===== src/rtl/pcg_pkg.sv =====
package pcg_pkg;
    localparam int ID_W    = 6;
    localparam int CMD_BIT = 12;
    localparam int DIV_LSB = 16;
    localparam int DIV_W   = 2;
    localparam int EN_BIT  = 28;
    localparam int WORD_W  = 32;

    typedef struct packed {
        logic             is_wr;
        logic [ID_W-1:0]  id;
        logic [DIV_W-1:0] div;
        logic             en;
    } cmd_t;

    typedef struct packed {
        logic [ID_W-1:0]  id;
        logic [DIV_W-1:0] div;
        logic             en;
    } rb_t;

    function automatic cmd_t decode_cmd(input logic [WORD_W-1:0] w);
        cmd_t c;
        c.is_wr = w[CMD_BIT];
        c.id    = w[ID_W-1:0];
        c.div   = w[DIV_LSB +: DIV_W];
        c.en    = w[EN_BIT];
        return c;
    endfunction

    function automatic logic [WORD_W-1:0] encode_rb(input rb_t r);
        logic [WORD_W-1:0] w;
        w = '0;
        w[ID_W-1:0]          = r.id;
        w[DIV_LSB +: DIV_W]  = r.div;
        w[EN_BIT]            = r.en;
        return w;
    endfunction
endpackage


===== src/rtl/pcg_phase_ctr.sv =====
module pcg_phase_ctr #(
    parameter int N_CODES = 4
) (
    input  logic               clk,
    input  logic               rst_n,
    output logic [N_CODES-1:0] tick
);
    localparam int CNT_W = (N_CODES > 1) ? N_CODES - 1 : 1;

    logic [CNT_W-1:0] cnt_d, cnt_q;

    always_comb begin
        cnt_d = cnt_q + 1'b1;
    end

    always_ff @(posedge clk) begin
        if (!rst_n) cnt_q <= '0;
        else        cnt_q <= cnt_d;
    end

    // tick[k] marks cycles whose phase is a multiple of 2^k
    assign tick[0] = 1'b1;
    for (genvar k = 1; k < N_CODES; k++) begin : g_tick
        assign tick[k] = (cnt_q[k-1:0] == '0);
    end

    p_cnt_step_r1: assert property (@(posedge clk) disable iff (!rst_n)
        1'b1 |=> cnt_q == $past(cnt_q) + 1'b1);
endmodule


===== src/rtl/pcg_cfg_bank.sv =====
module pcg_cfg_bank #(
    parameter int N_PERIPH = 64,
    parameter int ID_W     = 6,
    parameter int DIV_W    = 2
) (
    input  logic                           clk,
    input  logic                           rst_n,
    input  logic                           wr_stb,
    input  logic [ID_W-1:0]                wr_id,
    input  logic                           wr_en,
    input  logic [DIV_W-1:0]               wr_div,
    output logic [N_PERIPH-1:0]            en_o,
    output logic [N_PERIPH-1:0][DIV_W-1:0] div_o
);
    typedef struct packed {
        logic [N_PERIPH-1:0]            en;
        logic [N_PERIPH-1:0][DIV_W-1:0] div;
    } bank_t;

    bank_t bank_d, bank_q;

    always_comb begin
        bank_d = bank_q;
        if (wr_stb) begin
            for (int i = 0; i < N_PERIPH; i++) begin
                if ({1'b0, wr_id} == (ID_W+1)'(i)) begin
                    bank_d.en[i]  = wr_en;
                    bank_d.div[i] = wr_div;
                end
            end
        end
    end

    always_ff @(posedge clk) begin
        if (!rst_n) bank_q <= '0;
        else        bank_q <= bank_d;
    end

    assign en_o  = bank_q.en;
    assign div_o = bank_q.div;

    p_idle_hold_r8: assert property (@(posedge clk) disable iff (!rst_n)
        !wr_stb |=> $stable(bank_q));
endmodule


===== src/rtl/pcg_strobe_gen.sv =====
module pcg_strobe_gen #(
    parameter int N_PERIPH = 64,
    parameter int DIV_W    = 2
) (
    input  logic [N_PERIPH-1:0]            en,
    input  logic [N_PERIPH-1:0][DIV_W-1:0] div,
    input  logic [(1<<DIV_W)-1:0]          tick,
    output logic [N_PERIPH-1:0]            strobe
);
    for (genvar i = 0; i < N_PERIPH; i++) begin : g_ch
        assign strobe[i] = en[i] & tick[div[i]];
    end
endmodule


===== src/rtl/pclk_gate_mbox.sv =====
module pclk_gate_mbox
    import pcg_pkg::*;
#(
    parameter int N_PERIPH = 64
) (
    input  logic                clk,
    input  logic                rst_n,
    input  logic                cmd_wr,
    input  logic [31:0]         cmd_data,
    output logic [31:0]         cmd_rdata,
    output logic [N_PERIPH-1:0] clk_en
);
    localparam int N_CODES = 1 << DIV_W;
    localparam int IDX_W   = (N_PERIPH > 1) ? $clog2(N_PERIPH) : 1;

    cmd_t                           cmd;
    logic                           in_range;
    logic                           do_wr, do_rd;
    logic [IDX_W-1:0]               idx;
    logic [N_PERIPH-1:0]            en_vec;
    logic [N_PERIPH-1:0][DIV_W-1:0] div_vec;
    logic [N_CODES-1:0]             tick;
    rb_t                            rb_d, rb_q;

    assign cmd      = decode_cmd(cmd_data);
    assign in_range = {1'b0, cmd.id} < (ID_W+1)'(N_PERIPH);
    assign do_wr    = cmd_wr & cmd.is_wr & in_range;
    assign do_rd    = cmd_wr & ~cmd.is_wr;
    assign idx      = cmd.id[IDX_W-1:0];

    pcg_phase_ctr #(.N_CODES(N_CODES)) i_ctr (
        .clk (clk),
        .rst_n (rst_n),
        .tick (tick)
    );

    pcg_cfg_bank #(.N_PERIPH(N_PERIPH), .ID_W(ID_W), .DIV_W(DIV_W)) i_bank (
        .clk    (clk),
        .rst_n  (rst_n),
        .wr_stb (do_wr),
        .wr_id  (cmd.id),
        .wr_en  (cmd.en),
        .wr_div (cmd.div),
        .en_o   (en_vec),
        .div_o  (div_vec)
    );

    pcg_strobe_gen #(.N_PERIPH(N_PERIPH), .DIV_W(DIV_W)) i_gen (
        .en     (en_vec),
        .div    (div_vec),
        .tick   (tick),
        .strobe (clk_en)
    );

    always_comb begin
        rb_d = rb_q;
        if (do_rd) begin
            rb_d.id  = cmd.id;
            rb_d.div = '0;
            rb_d.en  = 1'b0;
            for (int i = 0; i < N_PERIPH; i++) begin
                if ({1'b0, cmd.id} == (ID_W+1)'(i)) begin
                    rb_d.div = div_vec[i];
                    rb_d.en  = en_vec[i];
                end
            end
        end
    end

    always_ff @(posedge clk) begin
        if (!rst_n) rb_q <= '0;
        else        rb_q <= rb_d;
    end

    assign cmd_rdata = encode_rb(rb_q);

    p_wr_store_r2: assert property (@(posedge clk) disable iff (!rst_n)
        do_wr |=> en_vec[$past(idx)] == $past(cmd.en)
               && div_vec[$past(idx)] == $past(cmd.div));
    p_rd_nostore_r3: assert property (@(posedge clk) disable iff (!rst_n)
        do_rd |=> $stable(en_vec) && $stable(div_vec));
    p_stop_now_r6: assert property (@(posedge clk) disable iff (!rst_n)
        (do_wr && !cmd.en) |=> !clk_en[$past(idx)]);
    p_oor_ignore_r7: assert property (@(posedge clk) disable iff (!rst_n)
        (cmd_wr && !in_range) |=> $stable(en_vec) && $stable(div_vec));
    p_oor_read_r7: assert property (@(posedge clk) disable iff (!rst_n)
        (do_rd && !in_range) |=> !cmd_rdata[EN_BIT] && cmd_rdata[DIV_LSB +: DIV_W] == '0);
    p_rb_hold_r8: assert property (@(posedge clk) disable iff (!rst_n)
        !do_rd |=> $stable(cmd_rdata));
endmodule


===== config.mk =====
export PLATFORM = sky130hd
export DESIGN_NAME = pclk_gate_mbox
export DESIGN_NICKNAME = d
export VERILOG_FILES = /design/src/rtl/pcg_pkg.sv /design/src/rtl/pcg_phase_ctr.sv /design/src/rtl/pcg_cfg_bank.sv /design/src/rtl/pcg_strobe_gen.sv /design/src/rtl/pclk_gate_mbox.sv
export SDC_FILE = /design/constraint.sdc
export NUM_CORES = 1
export LEC_CHECK = 0
export BUFFER_PORTS_ARGS = -buffer_cell sky130_fd_sc_hd__buf_2
export CAP_MARGIN = 20
export CORE_ASPECT_RATIO = 1.2
export CORE_MARGIN = 2
export CORE_UTILIZATION = 45
export CTS_CLUSTER_DIAMETER = 120
export DETAILED_ROUTE_END_ITERATION = 10
export GPL_TIMING_DRIVEN = 0
export HOLD_SLACK_MARGIN = 0.12
export PLACE_DENSITY_LB_ADDON = 0.12
export SYNTH_ARGS = -nofsm -noshare
export SYNTH_HDL_FRONTEND = slang
export SYNTH_SLANG_ARGS = --single-unit

===== constraint.sdc =====
create_clock -name clk -period 6.17 [get_ports clk]
set_input_delay 0.617 -clock clk [delete_from_list [all_inputs] [get_ports clk]]
set_output_delay 0.617 -clock clk [all_outputs]
set_load 0.005 [all_outputs]

==> results.toml <==
[run_status]
outcome = "finished clean"

[finish]
area.growth.synth_to_final_pct = 13.5
layout_commonest_cell = "nand2_1"
drive_above_1_share = 0.103
nFillCells = 2807
diodes = 0
final_nets = 1895
finalNonFillerCells = 2215
stdcell_area_mm2 = 0.0140
final_cell_mix = "nand2_1 (412), o21ai_0 (243), dfxtp_1 (204)"

[global_routing]
use_met2 = 0.670
grt_max_degree = 13
track_usage = 0.432
grt_pass1_wl_um = 89800
overflow = 0
first_global_vias = 13400
grtUsageMet3 = 0.129
gr-max-usage-layer = "met2"
use_met1 = 0.511
antenna_found_initial = 2

[synth]
ys_ff_latch = 204
synth_top_family_by_area = "compound AO/OA/AOI/OAI gates"
synthMuxAreaShare = 0.0481
yosys.area_share.simple = 0.224
yosysSeqAreaShare = 0.331
yosys_most_used_dff = "dfxtp_1"
syn_avg_cell_area_um2 = 7.13
synthXorXnorAreaFrac = 0.000710
synth_compound_area_frac = 0.320
yosysWarnings = 0
synth_top_area_share = 0.331
ys_async_sr_fraction = 0
yosys.area.top_type = "dfxtp_1"
ys_top_cells_by_area = "dfxtp_1 (33%), nand2_1 (13%), o21ai_0 (9.9%), a21boi_0 (9.1%), a21oi_1 (3.8%)"
synth_edf_count = 0
postSynthCellCount = 1730
synth_fa_ha_area_frac = 0.00203
synth_cell_types = 73
syn_area_mm2 = 0.0123

[power_and_ir_drop]
swShare = 0.302
pwr-share-seq = 0.412
pwr-share-clk = 0.447
vdd_drop_max_v = 0.000258
combPwrFrac = 0.141
internal-power_mw = 2.25
switchingPower_mw = 0.974
power_density_mw_per_mm2 = 230
p_leak_nw = 4.85

[place]
portBuffers = 80
place_inst = 2172
dp_hpwl_um = 45000
dp_worst_setup_slack_ns = 1.83
placed_cell_area_mm2 = 0.0133
gp_congestion = 1.06

[clock_network]
cts_tree = "yes"
holdBufCountCts = 0
cts-root-buf = "clkbuf_16"
clock_path_buffers = 3
cts.sinks = 204
post_cts_resized = 0
cts_setup_buffers = 0
cts_made_buffers = 24
clk_latency_ns = 0.55
htree_levels = 1
clk_pin_slew_worst_paths_ns = 0.06

[setup_path]
start_kind = "flip-flop"
worstSetupPathType = "reg -> out"
arrival_ns = 4.55
path_max_fanout = 10
end_kind = "output pin"
required_ns = 5.55

[sta]
period_minus_slack_ns = 5.17
tightest_slew_ns = 1.22
fin_tns_setup_ns = 0
hold_violations = 0
setup_viol = 0
slew_headroom = 0.188
fin_ws_ns = 1.00
slew_violations = 0
fin_skew_ns = 0.00917
max_freq_mhz = 194
period_share = 0.837
rsz0062_at_grt = "no"

[floorplan]
core-area_mm2 = 0.0271
io_pins = 131
row_count = 66
die_area_mm2 = 0.0288
fp.dieW_um = 155
initial_core_util = 0.456
die_y_um = 185

[route]
routed_wl_um = 63400
ant_nets = 0
vias = 14200
wl_per_cell_um = 28.6
firstDrtPassIters = 6
drcViolationCount = 0
vias_per_cell = 6.40
drt_iter0_drc = 1550

[job]
cap_viol_max_count = 0

[worst_hold_path]
hold_path_class = "reg -> reg"
power by group through the flow:
stage / Combinational (mW) / Clock, mW / Sequential (mW)
2_1_floorplan: 0.233 / 0 / 1.36
3_3_place_gp: 0.427 / 0 / 1.36
3_5_place_dp: 0.426 / 0 / 1.36
4_1_cts: 0.428 / 1.44 / 1.33
5_1_grt: 0.459 / 1.48 / 1.33
6_report: 0.455 / 1.44 / 1.33
worst paths after layout:
path                            cells past startpoint             to        startpoint  slack [ns]
worst min register to register                      2   cmd_rdata[3]      cmd_rdata[3]        0.47
worst max register to register                      6  cmd_rdata[17]  i_bank.div_o[59]        3.73
worst max-delay path                                9     clk_en[48]    i_ctr.cnt_q[0]        1.00
worst min-delay path                                2   cmd_rdata[3]      cmd_rdata[3]        0.47
Yosys cell counts, types with 4 or more instances:
master       n
nor3_1      17
a221o_1      4
nand2_1    412
mux2i_1     39
clkbuf_1   102
a221oi_1     6
nor2_1      81
a21o_1       5
a21boi_0   149
mux4_2       5
nand2b_1    12
o31ai_1      4
o22ai_1     20
o21ai_0    243
nor2b_1     27
dfxtp_1    204
o21ai_1      4
nand3_1     60
a31oi_1      9
buf_2       17
o2bb2ai_1    5
buf_4       36
a21oi_1     93
o221ai_1     8
o211ai_1     4
mux2_2       8
buf_1       14
a21boi_1    35
and2_1       6
inv_1       27
nand4b_1     4
area by class of cell:
type / count / area, um^2 / area share
Buffer: 171 / 813 / 0.0581
Clock buffer: 37 / 701 / 0.0500
Clock inverter: 6 / 58.8 / 0.00420
Inverter: 28 / 105 / 0.00750
Multi-Input combinational cell: 1349 / 7420 / 0.530
Sequential cell: 204 / 4080 / 0.292
Tap cell: 340 / 425 / 0.0304
Timing Repair Buffer: 80 / 400 / 0.0286
through the flow:
step / util / hold slack (ns) / power, mW
floorplan: - / 0.443 / 1.59
global placement: 0.489 / 0.457 / 1.79
detailed placement: 0.489 / 0.460 / 1.79
CTS: 0.517 / 0.469 / 3.19
global route: 0.517 / 0.503 / 3.27
finish: 0.517 / 0.466 / 3.23
metal layers:
layer  part of all wire  wire [um]
met2               0.43      27200
met5            0.00052         33
met3               0.12       7470
met1               0.37      23400
met4              0.083       5280
state kept, by name, summed over array words and instances, names as in the netlist:
| name | flops |
|---|---|
| i_bank.en_o | 64 |
| i_bank.div_o | 128 |
| cmd_rdata | 9 |
| i_ctr.cnt_q | 3 |
kinds of logic (layout without fill, tap and decap cells):
kind of cell               after synthesis  after routing
DFF                                    204            204
muxes                                   52             52
xor gates and xnor gates                 1              1
and+or+nand+nor                        640            640
buffers and inverters                  199            322
AOI/OAI and AO/OA                      631            631
adders and majority gates                2              2
other                                    1             23
worst max-delay path, cell delays in order, from the launching register on:
cell      delay [ns]
dfxtp_1         0.32
clkbuf_1        0.39
inv_1           0.23
clkbuf_1        0.71
ha_1            0.26
clkbuf_1        0.49
clkbuf_1        0.90
o21ai_0         0.17
a21oi_1         0.33
buf_2           0.18
No activity file was read; power rests on OpenSTA's default activity.
